File: config.mk
export PLATFORM = sky130hd
export DESIGN_NAME = tick_timer_top
export DESIGN_NICKNAME = d
export VERILOG_FILES = /design/src/rtl/tick_pkg.sv /design/src/rtl/tick_src_sel.sv /design/src/rtl/tick_down_counter.sv /design/src/rtl/tick_ctrl_regs.sv /design/src/rtl/tick_timer_top.sv
export SDC_FILE = /design/constraint.sdc
export NUM_CORES = 1
export LEC_CHECK = 0
export ABC_AREA = 0
export BUFFER_PORTS_ARGS = -buffer_cell sky130_fd_sc_hd__buf_2
export CORE_ASPECT_RATIO = 0.7
export CORE_MARGIN = 2
export CORE_UTILIZATION = 53
export DETAILED_ROUTE_END_ITERATION = 8
export PLACE_DENSITY_LB_ADDON = 0.1
export SLEW_MARGIN = 20
export SYNTH_ARGS = -nofsm -noshare
export SYNTH_HDL_FRONTEND = slang
export SYNTH_HIERARCHICAL = 1
export SYNTH_SLANG_ARGS = --single-unit
File: constraint.sdc
create_clock -name clk -period 2.7 [get_ports clk]
set_input_delay 0.405 -clock clk [delete_from_list [all_inputs] [get_ports clk]]
set_output_delay 0.405 -clock clk [all_outputs]
set_load 0.02 [all_outputs]
File: src/rtl/tick_pkg.sv
// Shared constants of the tick timer: register offsets and control bit
// positions. Assumes byte offsets fit in 8 bits.
package tick_pkg;
    localparam logic [7:0] OFF_CTRL  = 8'h10;
    localparam logic [7:0] OFF_RELD  = 8'h14;
    localparam logic [7:0] OFF_CURR  = 8'h18;
    localparam logic [7:0] OFF_CALIB = 8'h1C;

    localparam int BIT_EN   = 0;
    localparam int BIT_IE   = 1;
    localparam int BIT_SRC  = 2;
    localparam int BIT_FLAG = 16;
endpackage

File: src/rtl/tick_src_sel.sv
// Picks the count enable from the processor-clock or the reference-tick
// enable and gates it with the timer enable. Purely combinational.
module tick_src_sel (
    input  logic en,
    input  logic src_sel,
    input  logic cpu_tick,
    input  logic ref_tick,
    output logic tick
);
    // choose source, then gate by enable
    always_comb begin
        tick = en & (src_sel ? cpu_tick : ref_tick);
    end
endmodule

File: src/rtl/tick_down_counter.sv
// Down-counter of CNT_W bits. A load has priority over a tick. A tick at
// zero is reported as an expiry and reloads the counter. Assumes load_val
// is stable for the cycle in which load or expiry occurs.
module tick_down_counter #(
    parameter int CNT_W = 24
) (
    input  logic             clk,
    input  logic             rst_n,
    input  logic             tick,
    input  logic             load,
    input  logic [CNT_W-1:0] load_val,
    output logic [CNT_W-1:0] cnt,
    output logic             expire
);
    localparam logic [CNT_W-1:0] ONE = CNT_W'(1);

    // expiry: selected tick on a zero count with no restart pending
    always_comb begin
        expire = tick & ~load & (cnt == '0);
    end

    // count register update
    always_ff @(posedge clk) begin
        if (!rst_n)            cnt <= '0;
        else if (load|expire)  cnt <= load_val;
        else if (tick)         cnt <= cnt - ONE;
    end


    load_takes_val_chk: assert property (@(posedge clk) disable iff (!rst_n)
        load |=> cnt == $past(load_val));

    dec_by_one_chk: assert property (@(posedge clk) disable iff (!rst_n)
        (tick && !load && cnt != '0) |=> cnt == $past(cnt) - ONE);

    hold_when_idle_chk: assert property (@(posedge clk) disable iff (!rst_n)
        (!tick && !load) |=> $stable(cnt));
endmodule

File: src/rtl/tick_ctrl_regs.sv
// Register file of the tick timer: decodes writes and reads, keeps the
// control bits, expiry flag and reload value, produces restart requests
// and the interrupt pulse. Assumes single-cycle strobes; reads are
// combinational and their only side effect is the flag clear.
module tick_ctrl_regs
    import tick_pkg::*;
#(
    parameter int          CNT_W  = 24,
    parameter int          ADDR_W = 8,
    parameter int          DATA_W = 32,
    parameter logic [31:0] CALIB  = 32'd10000
) (
    input  logic              clk,
    input  logic              rst_n,
    input  logic              wr_en,
    input  logic              rd_en,
    input  logic [ADDR_W-1:0] addr,
    input  logic [DATA_W-1:0] wdata,
    input  logic [CNT_W-1:0]  cnt,
    input  logic              expire,
    output logic              en,
    output logic              src_sel,
    output logic              load,
    output logic [CNT_W-1:0]  reload,
    output logic [DATA_W-1:0] rdata,
    output logic              irq_pulse
);
    logic ie, flag;
    logic wr_ctrl, wr_reld, wr_curr, rd_ctrl;
    logic start_zero, src_change;

    // address decode of strobes
    always_comb begin
        wr_ctrl = wr_en & (addr == ADDR_W'(OFF_CTRL));
        wr_reld = wr_en & (addr == ADDR_W'(OFF_RELD));
        wr_curr = wr_en & (addr == ADDR_W'(OFF_CURR));
        rd_ctrl = rd_en & (addr == ADDR_W'(OFF_CTRL));
    end

    // restart requests: current write, enable from a zero count, source change
    always_comb begin
        start_zero = wr_ctrl & ~en & wdata[BIT_EN] & (cnt == '0);
        src_change = wr_ctrl & en & wdata[BIT_EN] & (wdata[BIT_SRC] != src_sel);
        load       = wr_curr | start_zero | src_change;
    end

    // control bits; a one-shot expiry overrides the written enable
    always_ff @(posedge clk) begin
        if (!rst_n) begin
            en <= 1'b0; ie <= 1'b0; src_sel <= 1'b0;
        end else begin
            if (wr_ctrl) begin
                en      <= wdata[BIT_EN];
                ie      <= wdata[BIT_IE];
                src_sel <= wdata[BIT_SRC];
            end
            if (expire && reload == '0) en <= 1'b0;
        end
    end

    // reload value register
    always_ff @(posedge clk) begin
        if (!rst_n)       reload <= '0;
        else if (wr_reld) reload <= wdata[CNT_W-1:0];
    end

    // sticky expiry flag: set wins over read clear
    always_ff @(posedge clk) begin
        if (!rst_n)                  flag <= 1'b0;
        else if (expire)             flag <= 1'b1;
        else if (wr_curr || rd_ctrl) flag <= 1'b0;
    end

    // interrupt request pulse
    always_ff @(posedge clk) begin
        if (!rst_n) irq_pulse <= 1'b0;
        else        irq_pulse <= expire & ie;
    end

    // read data multiplexer
    always_comb begin
        rdata = '0;
        if (addr == ADDR_W'(OFF_CTRL)) begin
            rdata[BIT_EN]   = en;
            rdata[BIT_IE]   = ie;
            rdata[BIT_SRC]  = src_sel;
            rdata[BIT_FLAG] = flag;
        end else if (addr == ADDR_W'(OFF_RELD)) begin
            rdata = DATA_W'(reload);
        end else if (addr == ADDR_W'(OFF_CURR)) begin
            rdata = en ? DATA_W'(cnt) : '0;
        end else if (addr == ADDR_W'(OFF_CALIB)) begin
            rdata = DATA_W'(CALIB);
        end
    end


    flag_on_expire_chk: assert property (@(posedge clk) disable iff (!rst_n)
        expire |=> flag);

    irq_has_flag_chk: assert property (@(posedge clk) disable iff (!rst_n)
        irq_pulse |-> flag);

    one_shot_stop_chk: assert property (@(posedge clk) disable iff (!rst_n)
        (expire && reload == '0) |=> !en);

    read_clears_chk: assert property (@(posedge clk) disable iff (!rst_n)
        (rd_ctrl && !expire) |=> !flag);
endmodule

File: src/rtl/tick_timer_top.sv
// Top of the tick timer: joins the source select, down-counter and
// register file. Assumes tick enables are synchronous to clk.
module tick_timer_top #(
    parameter int          CNT_W  = 24,
    parameter int          ADDR_W = 8,
    parameter int          DATA_W = 32,
    parameter logic [31:0] CALIB  = 32'd10000
) (
    input  logic              clk,
    input  logic              rst_n,
    input  logic              cpu_tick_en,
    input  logic              ref_tick_en,
    input  logic              wr_en,
    input  logic              rd_en,
    input  logic [ADDR_W-1:0] addr,
    input  logic [DATA_W-1:0] wdata,
    output logic [DATA_W-1:0] rdata,
    output logic              irq_pulse
);
    logic             en, src_sel, tick, load, expire;
    logic [CNT_W-1:0] cnt, reload;

    tick_src_sel u_sel (
        .en(en), .src_sel(src_sel), .cpu_tick(cpu_tick_en),
        .ref_tick(ref_tick_en), .tick(tick)
    );

    tick_down_counter #(.CNT_W(CNT_W)) u_cnt (
        .clk(clk), .rst_n(rst_n), .tick(tick), .load(load),
        .load_val(reload), .cnt(cnt), .expire(expire)
    );

    tick_ctrl_regs #(
        .CNT_W(CNT_W), .ADDR_W(ADDR_W), .DATA_W(DATA_W), .CALIB(CALIB)
    ) u_regs (
        .clk(clk), .rst_n(rst_n), .wr_en(wr_en), .rd_en(rd_en),
        .addr(addr), .wdata(wdata), .cnt(cnt), .expire(expire),
        .en(en), .src_sel(src_sel), .load(load), .reload(reload),
        .rdata(rdata), .irq_pulse(irq_pulse)
    );
endmodule

==> results of run 1 <==
[stage by stage]
| stage | util (%) | hold WS, ns | power, uW | area, um2 |
|---|---|---|---|---|
| final | 68.44 | 0.3121 | 1474 | 3674 |
| after global routing | 68.44 | 0.3030 | 1527 | 3674 |
| after CTS | 67.65 | 0.3082 | 1482 | 3631 |
| after detailed placement | 65.31 | 0.4678 | 917.3 | 3506 |
| after global placement | 65.31 | 0.4669 | 915.4 | 3506 |
| after floorplan | - | 0.4388 | 880.4 | 3039 |
[placed cells by master, fill, tap and decap left out, types with 4 or more instances in the layout]
cell,synthesis,final
xnor2_1,18,18
dfxtp_1,53,46
nand3_1,27,27
nor2b_1,4,4
nand2_1,36,36
a22oi_1,5,5
o21ai_1,20,23
a21o_1,5,5
a21oi_1,20,20
xor2_1,5,5
nor4_1,15,12
buf_4,8,32
inv_1,4,4
a211oi_2,7,7
nor3_1,11,11
clkbuf_8,0,5
a22o_1,15,15
dfxtp_2,0,7
nor2_1,30,30
mux2i_1,7,7
o21ai_0,19,16
buf_2,7,62
nand4_1,5,5
conb_1,1,8
[logic make-up after synthesis]
kind of cell | after synthesis | share of synthesized area [%]
and+or+nand+nor | 152 | 26.37
AOI/OAI and AO/OA | 98 | 21.51
DFF | 53 | 35.22
buffers and inverters | 39 | 6.935
xor gates and xnor gates | 23 | 6.686
muxes | 7 | 2.326
adders and majority gates | 2 | 0.8304
other | 1 | 0.1245
[critical path, cell delays in order, from the launching register on]
cell,delay [ns]
dfxtp_2,0.39
nor4_2,0.07
nand4_1,0.13
o21ai_1,0.09
a21oi_1,0.17
nor4b_2,0.07
buf_4,0.14
nor4bb_1,0.29
nand4_1,0.21
nor4_4,0.33
nor4b_2,0.28
nand3_1,0.12
o21ai_0,0.16
a21oi_1,0.05
[timing repair]
action                                  CTS  global route
endpoints found under the setup margin    1            25
buffers inserted                          0             0
hold buffers                              0             0
endpoints found under the hold margin     0             0
pin swaps                                 0             2
resized for setup                         1            15
[per-layer routing]
metal	share of wire, %	global-route usage (%)	vias up
li1	-	-	1488
met4	1.0	6.703	0
met2	45	42.59	126
met3	7.5	4.299	8
met1	47	40.91	1435
met5	0	0	-
[cell type report]
cell class	instances	area (um2)
Sequential cell	53	1070
Inverter	4	15.01
Clock inverter	3	50.05
Tap cell	72	90.09
Fill cell	486	1694
Clock buffer	5	68.82
Multi-Input combinational cell	290	1809
Timing Repair Buffer	95	570.5
[how the worst min path moves through the flow]
stage | start | to | slack, ns | cells after the start
CTS | wdata[10] | u_regs/reload[10]$_SDFFE_PN0P_ | 0.31 | 3
floorplan | u_regs/ie$_SDFFE_PN0N_ | u_regs/ie$_SDFFE_PN0N_ | 0.44 | 2
global placement | u_regs/ie$_SDFFE_PN0N_ | u_regs/ie$_SDFFE_PN0N_ | 0.47 | 2
detailed placement | u_regs/ie$_SDFFE_PN0N_ | u_regs/ie$_SDFFE_PN0N_ | 0.47 | 2
finish | wdata[6] | u_regs/reload[6]$_SDFFE_PN0P_ | 0.31 | 3
global route | wdata[22] | u_regs/reload[22]$_SDFFE_PN0P_ | 0.30 | 3
[report_power, final]
group | internal [uW] | total [uW] | leakage (uW) | switching [uW]
Clock | 285 | 573 | 0.0000603 | 288
Sequential | 783 | 785 | 0.000430 | 2.15
Combinational | 46.8 | 116 | 0.00109 | 69.4
[flip-flops by register name (all words and copies together), names as in the netlist]
signal / flops
u_regs/flag: 1
u_regs/src_sel: 1
u_regs/en: 1
u_regs/reload: 24
u_regs/ie: 1
u_cnt/cnt: 24
u_regs/irq_pulse: 1
==> impl_metrics.ini, run 1 <==
[status]
status = complete, no violations

[timing]
tightest_slew_ns = 0.6001
tns_ns = 0
timing.fmax_mhz = 382.0
rsz0062_at_grt = true
hold_viol = 0
fin_crit_sh_pct = 96.94
setup_viol = 0
finalWorstSetupSlack_ns = 0.08252
fin_crit_ns = 2.617
slew_viol_final = 0
finClkSkew_ns = 0.004889
maxSlewHeadroom_pct = 59.99

[setup_path]
startpoint = u_cnt/cnt[14]$_SDFFE_PN0P_
reg2reg_depth = 13
path_class = reg2reg
worst-path-max-fanout = 4
arrival_ns = 2.83
worst_r2r_startpoint = u_cnt/cnt[14]$_SDFFE_PN0P_
critical_path.endpoint_type = flip-flop
required_ns = 2.91
critPathCapture = u_regs/en$_SDFFE_PP0N_
rr_endpoint = u_regs/en$_SDFFE_PP0N_
cp-start-kind = flip-flop
r2r_slack_ns = 0.08

[clock_tree]
cts.clk_slew.worst_paths_ns = 0.10
clock_sinks = 53
cts_made_buffers = 5
cts.htree.levels = 2
cts_tree = done
clock_latency_ns = 0.31
cts-root-buf = clkbuf_8
max-clock-path-buffers = 2

[placement]
gp_congestion = 0.9198
portBuffers = 62
pre_cts_ws_ns = -0.1251
placed_cells = 514
dp_hpwl_um = 6046

[cells_and_area]
areaGrowthSynthToFinish_pct = 21.93
drive_above_1_share_pct = 28.44
antennaDiodeCount = 0
nets = 497
instances_no_fill = 522

[power]
p_leak_uw = 0.001581
ir_drop_v = 0.0002431
power_density_nw_per_um2 = 401.3

[synth]
yosysTopAreaCell = dfxtp_1
ys_ff_latch = 53
yosysSeqAreaShare_pct = 35.22
synth_ff_type = dfxtp_1
yosys_warnings = 6
syn_area_um2 = 3013
synth_cell_types = 50
synth_cells = 375
synth_edf_count = 0
synth_area_leaders = dfxtp_1, xnor2_1, nand2_1, nand3_1, a22o_1
ys_async_sr_fraction_pct = 0
syn_avg_cell_area_um2 = 8.034
yosys.area.top_type_share_pct = 35.22
yosysMostFrequentCell = dfxtp_1
synthTopCellsByCount = dfxtp_1, nand2_1, nor2_1

[floorplanning]
dieArea_um2 = 6313
die_x_um = 94.12
rows = 22
io_pins = 79
core_area_um2 = 5368
start_util_pct = 56.13
fp.dieH_um = 67.08

[global_route]
grt_max_degree = 67
antenna_found_initial = 0
grt_remaining_overflow = 0
grt_use_total_pct = 27.83
grt_pass1_wl_um = 13340
grt_pass1_vias = 2654

[route]
drt-pass1-iter-count = 5
wire_per_inst_um = 16.12
routed_wl_um = 8416
ant_nets = 0
first_iter_violations = 287
via_per_inst = 5.856
route.detailed.drc = 0
vias = 3057

[run]
maxCapViolations = 0

[worst_hold_path]
hp-class = in2reg
No activity file was read; power rests on OpenSTA's default activity.
==> run 2: changes to the inputs <==
MAX_ROUTING_LAYER = met4   (was not set)
==> run 2 against run 1 <==
Net effect: worst setup slack worse by 0.059 ns; sequential share of layout area shrank 0.85 points; sequential power is essentially flat; critical path type unchanged.
==> impl_metrics.ini, run 2 (synthesized netlist as in run 1, its figures left out) <==
[route]
met1Wirelength_um = 3989
vias = 3151
route.detailed.drc = 0
first_iter_violations = 342
ant_nets = 0
highest_layer = met4
via_per_inst = 5.979
met2WireLength_um = 3912
routed_wl_um = 8807
drt-pass1-iter-count = 5
wl_met3_um = 772
wire_per_inst_um = 16.71

[cells_and_area]
instances_no_fill = 527
drive_above_1_share_pct = 30.11
largest_registers = u_cnt/cnt (24), u_regs/reload (24)
fin_area_um2 = 3789
layout_commonest_cell = buf_2
antennaDiodeCount = 0
areaGrowthSynthToFinish_pct = 25.75
nets = 502
layout_common_cells = buf_2, dfxtp_1, nand2_1

[placement]
dp_hpwl_um = 6046
gp_congestion = 0.9359
placed_cells = 514
portBuffers = 62
placed_cell_area_um2 = 3506

[run]
maxCapViolations = 0

[timing]
hold_ws_ns = 0.3144
tightest_slew_ns = 0.6041
hold_viol = 0
finClkSkew_ns = 0.008959
slew_viol_final = 0
timing.fmax_mhz = 373.6
fin_crit_sh_pct = 99.14
maxSlewHeadroom_pct = 59.73
fin_crit_ns = 2.677
setup_viol = 0

[clock_tree]
cts.htree.levels = 2
cts_made_buffers = 5
cts_tree = done
cts.clk_slew.worst_paths_ns = 0.11
hold_buffers = 0
max-clock-path-buffers = 2
clock_sinks = 53
clock_latency_ns = 0.31
cts-root-buf = clkbuf_8

[global_route]
antenna_found_initial = 0
grt_use_total_pct = 28.50
grt_pass1_vias = 2657
grt_max_degree = 67
grt_pass1_wl_um = 13300
grt_remaining_overflow = 0

[floorplanning]
start_util_pct = 56.13
io_pins = 79
fp.dieH_um = 67.08
rows = 22
die_x_um = 94.12
core_area_um2 = 5368
dieArea_um2 = 6313

[worst_hold_path]
hp-class = in2reg

[setup_path]
path_class = reg2reg
worst-path-max-fanout = 4
arrival_ns = 2.89
critical_path.endpoint_type = flip-flop
cp-start-kind = flip-flop
required_ns = 2.91

[power]
ir_drop_v = 0.0002430
power_density_nw_per_um2 = 390.6
p_leak_uw = 0.001641
power_uw = 1480

[status]
status = complete, no violations
run 2: per-stage QoR:
stage	worst slack [ns]	TNS, ns	util, %
after global routing	-0.07505	-0.2552	70.58
after floorplan	0.1734	0	-
after CTS	0.02393	0	67.65
after global placement	-0.01957	-0.01957	65.31
final	0.02316	0	70.58
after detailed placement	-0.1251	-0.1251	65.31
run 2: what timing repair did:
action / 4_1_cts / 5_1_grt
setup endpoints to repair: 1 / 25
resized for setup: 1 / 20
endpoints found under the hold margin: 0 / 0
cloned: 0 / 3
buffers inserted: 0 / 2
pin swaps: 0 / 5
run 2: layer usage:
metal / track usage (%) / vias to the layer above
met2: 42.77 / 170
met5: - / -
li1: - / 1494
met1: 40.57 / 1470
met3: 4.299 / 17
met4: 6.703 / 0
run 2: final timing paths:
| check | startpoint | to | slack, ns | cells after the start |
|---|---|---|---|---|
| worst max-delay path | u_cnt/cnt[14]$_SDFFE_PN0P_ | u_regs/en$_SDFFE_PP0N_ | 0.02 | 13 |
| worst min-delay path | wdata[15] | u_regs/reload[15]$_SDFFE_PN0P_ | 0.31 | 3 |
| worst max register to register | u_cnt/cnt[14]$_SDFFE_PN0P_ | u_regs/en$_SDFFE_PP0N_ | 0.02 | 13 |
| worst min register to register | u_regs/ie$_SDFFE_PN0N_ | u_regs/ie$_SDFFE_PN0N_ | 0.48 | 2 |
run 2: final cells by class:
cell class | instances | area, um2
clock buffers | 5 | 68.82
clock inverters | 3 | 50.05
fillers | 466 | 1579
inverters | 4 | 15.01
multi-input cells | 290 | 1829
flip-flops and latches | 53 | 1071
well taps | 72 | 90.09
repair buffers | 100 | 664.4
run 2: power breakdown:
group,total (uW),internal (uW),switching [uW]
logic,119,47.9,71.3
registers,785,783,2.16
clock network,575,285,291
total,1480,1120,364
run 2: worst max-delay path, cell delays in order (launching register included):
cell      delay (ns)
dfxtp_2         0.40
nor4_2          0.07
nand4_1         0.13
o21ai_1         0.11
a21oi_2         0.13
nor4b_2         0.06
buf_4           0.14
nor4bb_2        0.29
nand4_1         0.23
nor4_4          0.38
nor4b_2         0.29
nand3_1         0.12
o21ai_0         0.16
a21oi_1         0.06
==> run 3: changes to the inputs <==
clock period = 2.89 ns   (was 2.7 ns; I/O delays follow)
==> run 3 against run 2 <==
Net effect: clock skew is essentially flat; register-to-register slack better by 0.27 ns; first-iteration DRC count down 31%; largest cell class unchanged; largest power group unchanged.
==> impl_metrics.ini, run 3 (synthesized netlist as in run 1, its figures left out) <==
[setup_path]
cp-start-kind = flip-flop
rr_endpoint = u_regs/en$_SDFFE_PP0N_
path_class = reg2reg
required_ns = 3.12
arrival_ns = 2.82
r2r_slack_ns = 0.29
reg2reg_depth = 13
worst_r2r_startpoint = u_cnt/cnt[14]$_SDFFE_PN0P_
worst-path-max-fanout = 4
critical_path.endpoint_type = flip-flop

[route]
ant_nets = 0
drt-pass1-iter-count = 6
wire_per_inst_um = 16.39
first_iter_violations = 235
routed_wl_um = 8291
vias = 2995
route.detailed.drc = 0
via_per_inst = 5.919

[power]
power_density_nw_per_um2 = 370.7
p_leak_uw = 0.001481
power_uw = 1302
pwr-share-clk_pct = 35.5
p_sw_uw = 347.3
p_comb_share_pct = 8.0
ir_drop_v = 0.0002753
p_seq_share_pct = 56.4
swShare_pct = 26.67
intPower_uw = 955.0

[placement]
placed_cells = 498
gp_congestion = 0.8837
dp_hpwl_um = 5943
portBuffers = 62
placed_cell_area_um2 = 3386

[clock_tree]
hold_buffers = 0
cts.htree.levels = 2
clock_latency_ns = 0.32
cts_setup_buffers = 0
cts_resized = 0
cts.clk_slew.worst_paths_ns = 0.11
cts-root-buf = clkbuf_8
max-clock-path-buffers = 2
clock_sinks = 53
cts_tree = done
cts_made_buffers = 5

[cells_and_area]
antennaDiodeCount = 0
final_util_pct = 65.45
largest_registers = u_cnt/cnt (24), u_regs/reload (24)
areaGrowthSynthToFinish_pct = 16.61
layout_commonest_cell = buf_2
layout_common_cells = buf_2, dfxtp_1, nand2_1
nets = 481
instances_no_fill = 506
fin_area_um2 = 3513
drive_above_1_share_pct = 25.81

[timing]
hold_viol = 0
tns_ns = 0
finClkSkew_ns = 0.008865
fin_crit_ns = 2.595
slew_viol_final = 0
setup_viol = 0
rsz0062_at_grt = false
fin_crit_sh_pct = 89.80
timing.fmax_mhz = 385.3

[floorplanning]
rows = 22
start_util_pct = 56.13
io_pins = 79
dieArea_um2 = 6313
fp.dieH_um = 67.08
core_area_um2 = 5368
die_x_um = 94.12

[global_route]
busiest_layer = met1
grt_remaining_overflow = 0
grt_max_degree = 49
grt_pass1_vias = 2614
grt_use_total_pct = 28.42
use_met2_pct = 39.82
grt_util_met1_pct = 40.60
antenna_found_initial = 0
use_met3_pct = 5.995
grt_pass1_wl_um = 13230

[worst_hold_path]
hold_depth = 3
holdPathEnd = u_regs/reload[23]$_SDFFE_PN0P_
hp-class = in2reg
holdCritStartpoint = wdata[23]

[run]
maxCapViolations = 0

[status]
status = complete, no violations
-- run 3: critical path, cell delays in order, from the launching register on --
cell      delay [ns]
dfxtp_1         0.43
nor4_1          0.09
nand4_1         0.13
o21ai_0         0.10
a21oi_1         0.18
nor4b_2         0.09
nor4bb_1        0.26
nand4_1         0.17
nor4_2          0.32
buf_4           0.18
nor4b_2         0.19
nand3_1         0.12
o21ai_0         0.19
a21oi_1         0.05
-- run 3: worst max path at each step --
stage,startpoint,end,slack (ns)
floorplan,addr[2],u_cnt/cnt[13]$_SDFFE_PN0P_,0.33
CTS,u_cnt/cnt[9]$_SDFFE_PN0P_,u_cnt/cnt[5]$_SDFFE_PN0P_,0.20
global route,u_cnt/cnt[4]$_SDFFE_PN0P_,u_regs/en$_SDFFE_PP0N_,0.08
global placement,wdata[2],u_regs/en$_SDFFE_PP0N_,0.25
detailed placement,wdata[2],u_regs/en$_SDFFE_PP0N_,0.14
finish,u_cnt/cnt[14]$_SDFFE_PN0P_,u_regs/en$_SDFFE_PP0N_,0.29
-- run 3: routing by layer --
| layer | part of all wire [%] | up-vias |
|---|---|---|
| li1 | - | 1451 |
| met2 | 42 | 153 |
| met1 | 47 | 1375 |
| met3 | 9.6 | 16 |
| met5 | 0 | - |
| met4 | 1.7 | 0 |
-- run 3: layout make-up --
| cell class | instances | area [um2] |
|---|---|---|
| clock buffer | 5 | 68.82 |
| clock inverter | 3 | 28.78 |
| fill | 498 | 1854 |
| inverter | 4 | 15.01 |
| multi-input combinational | 290 | 1788 |
| sequential | 53 | 1072 |
| tap | 72 | 90.09 |
| timing repair buffer | 79 | 450.4 |
-- run 3: per-stage QoR --
stage	hold WS [ns]	setup WS, ns
3_3_place_gp	0.4591	0.2509
4_1_cts	0.3228	0.1972
6_report	0.3229	0.2947
3_5_place_dp	0.4583	0.1406
2_1_floorplan	0.4388	0.3349
5_1_grt	0.3165	0.08208
-- run 3: power groups by stage --
stage | combinational (uW) | sequential (uW) | clock (uW)
detailed placement | 102 | 752 | 0
CTS | 102 | 735 | 469
global placement | 100 | 752 | 0
finish | 104 | 735 | 463
floorplan | 71.7 | 751 | 0
global route | 115 | 736 | 509
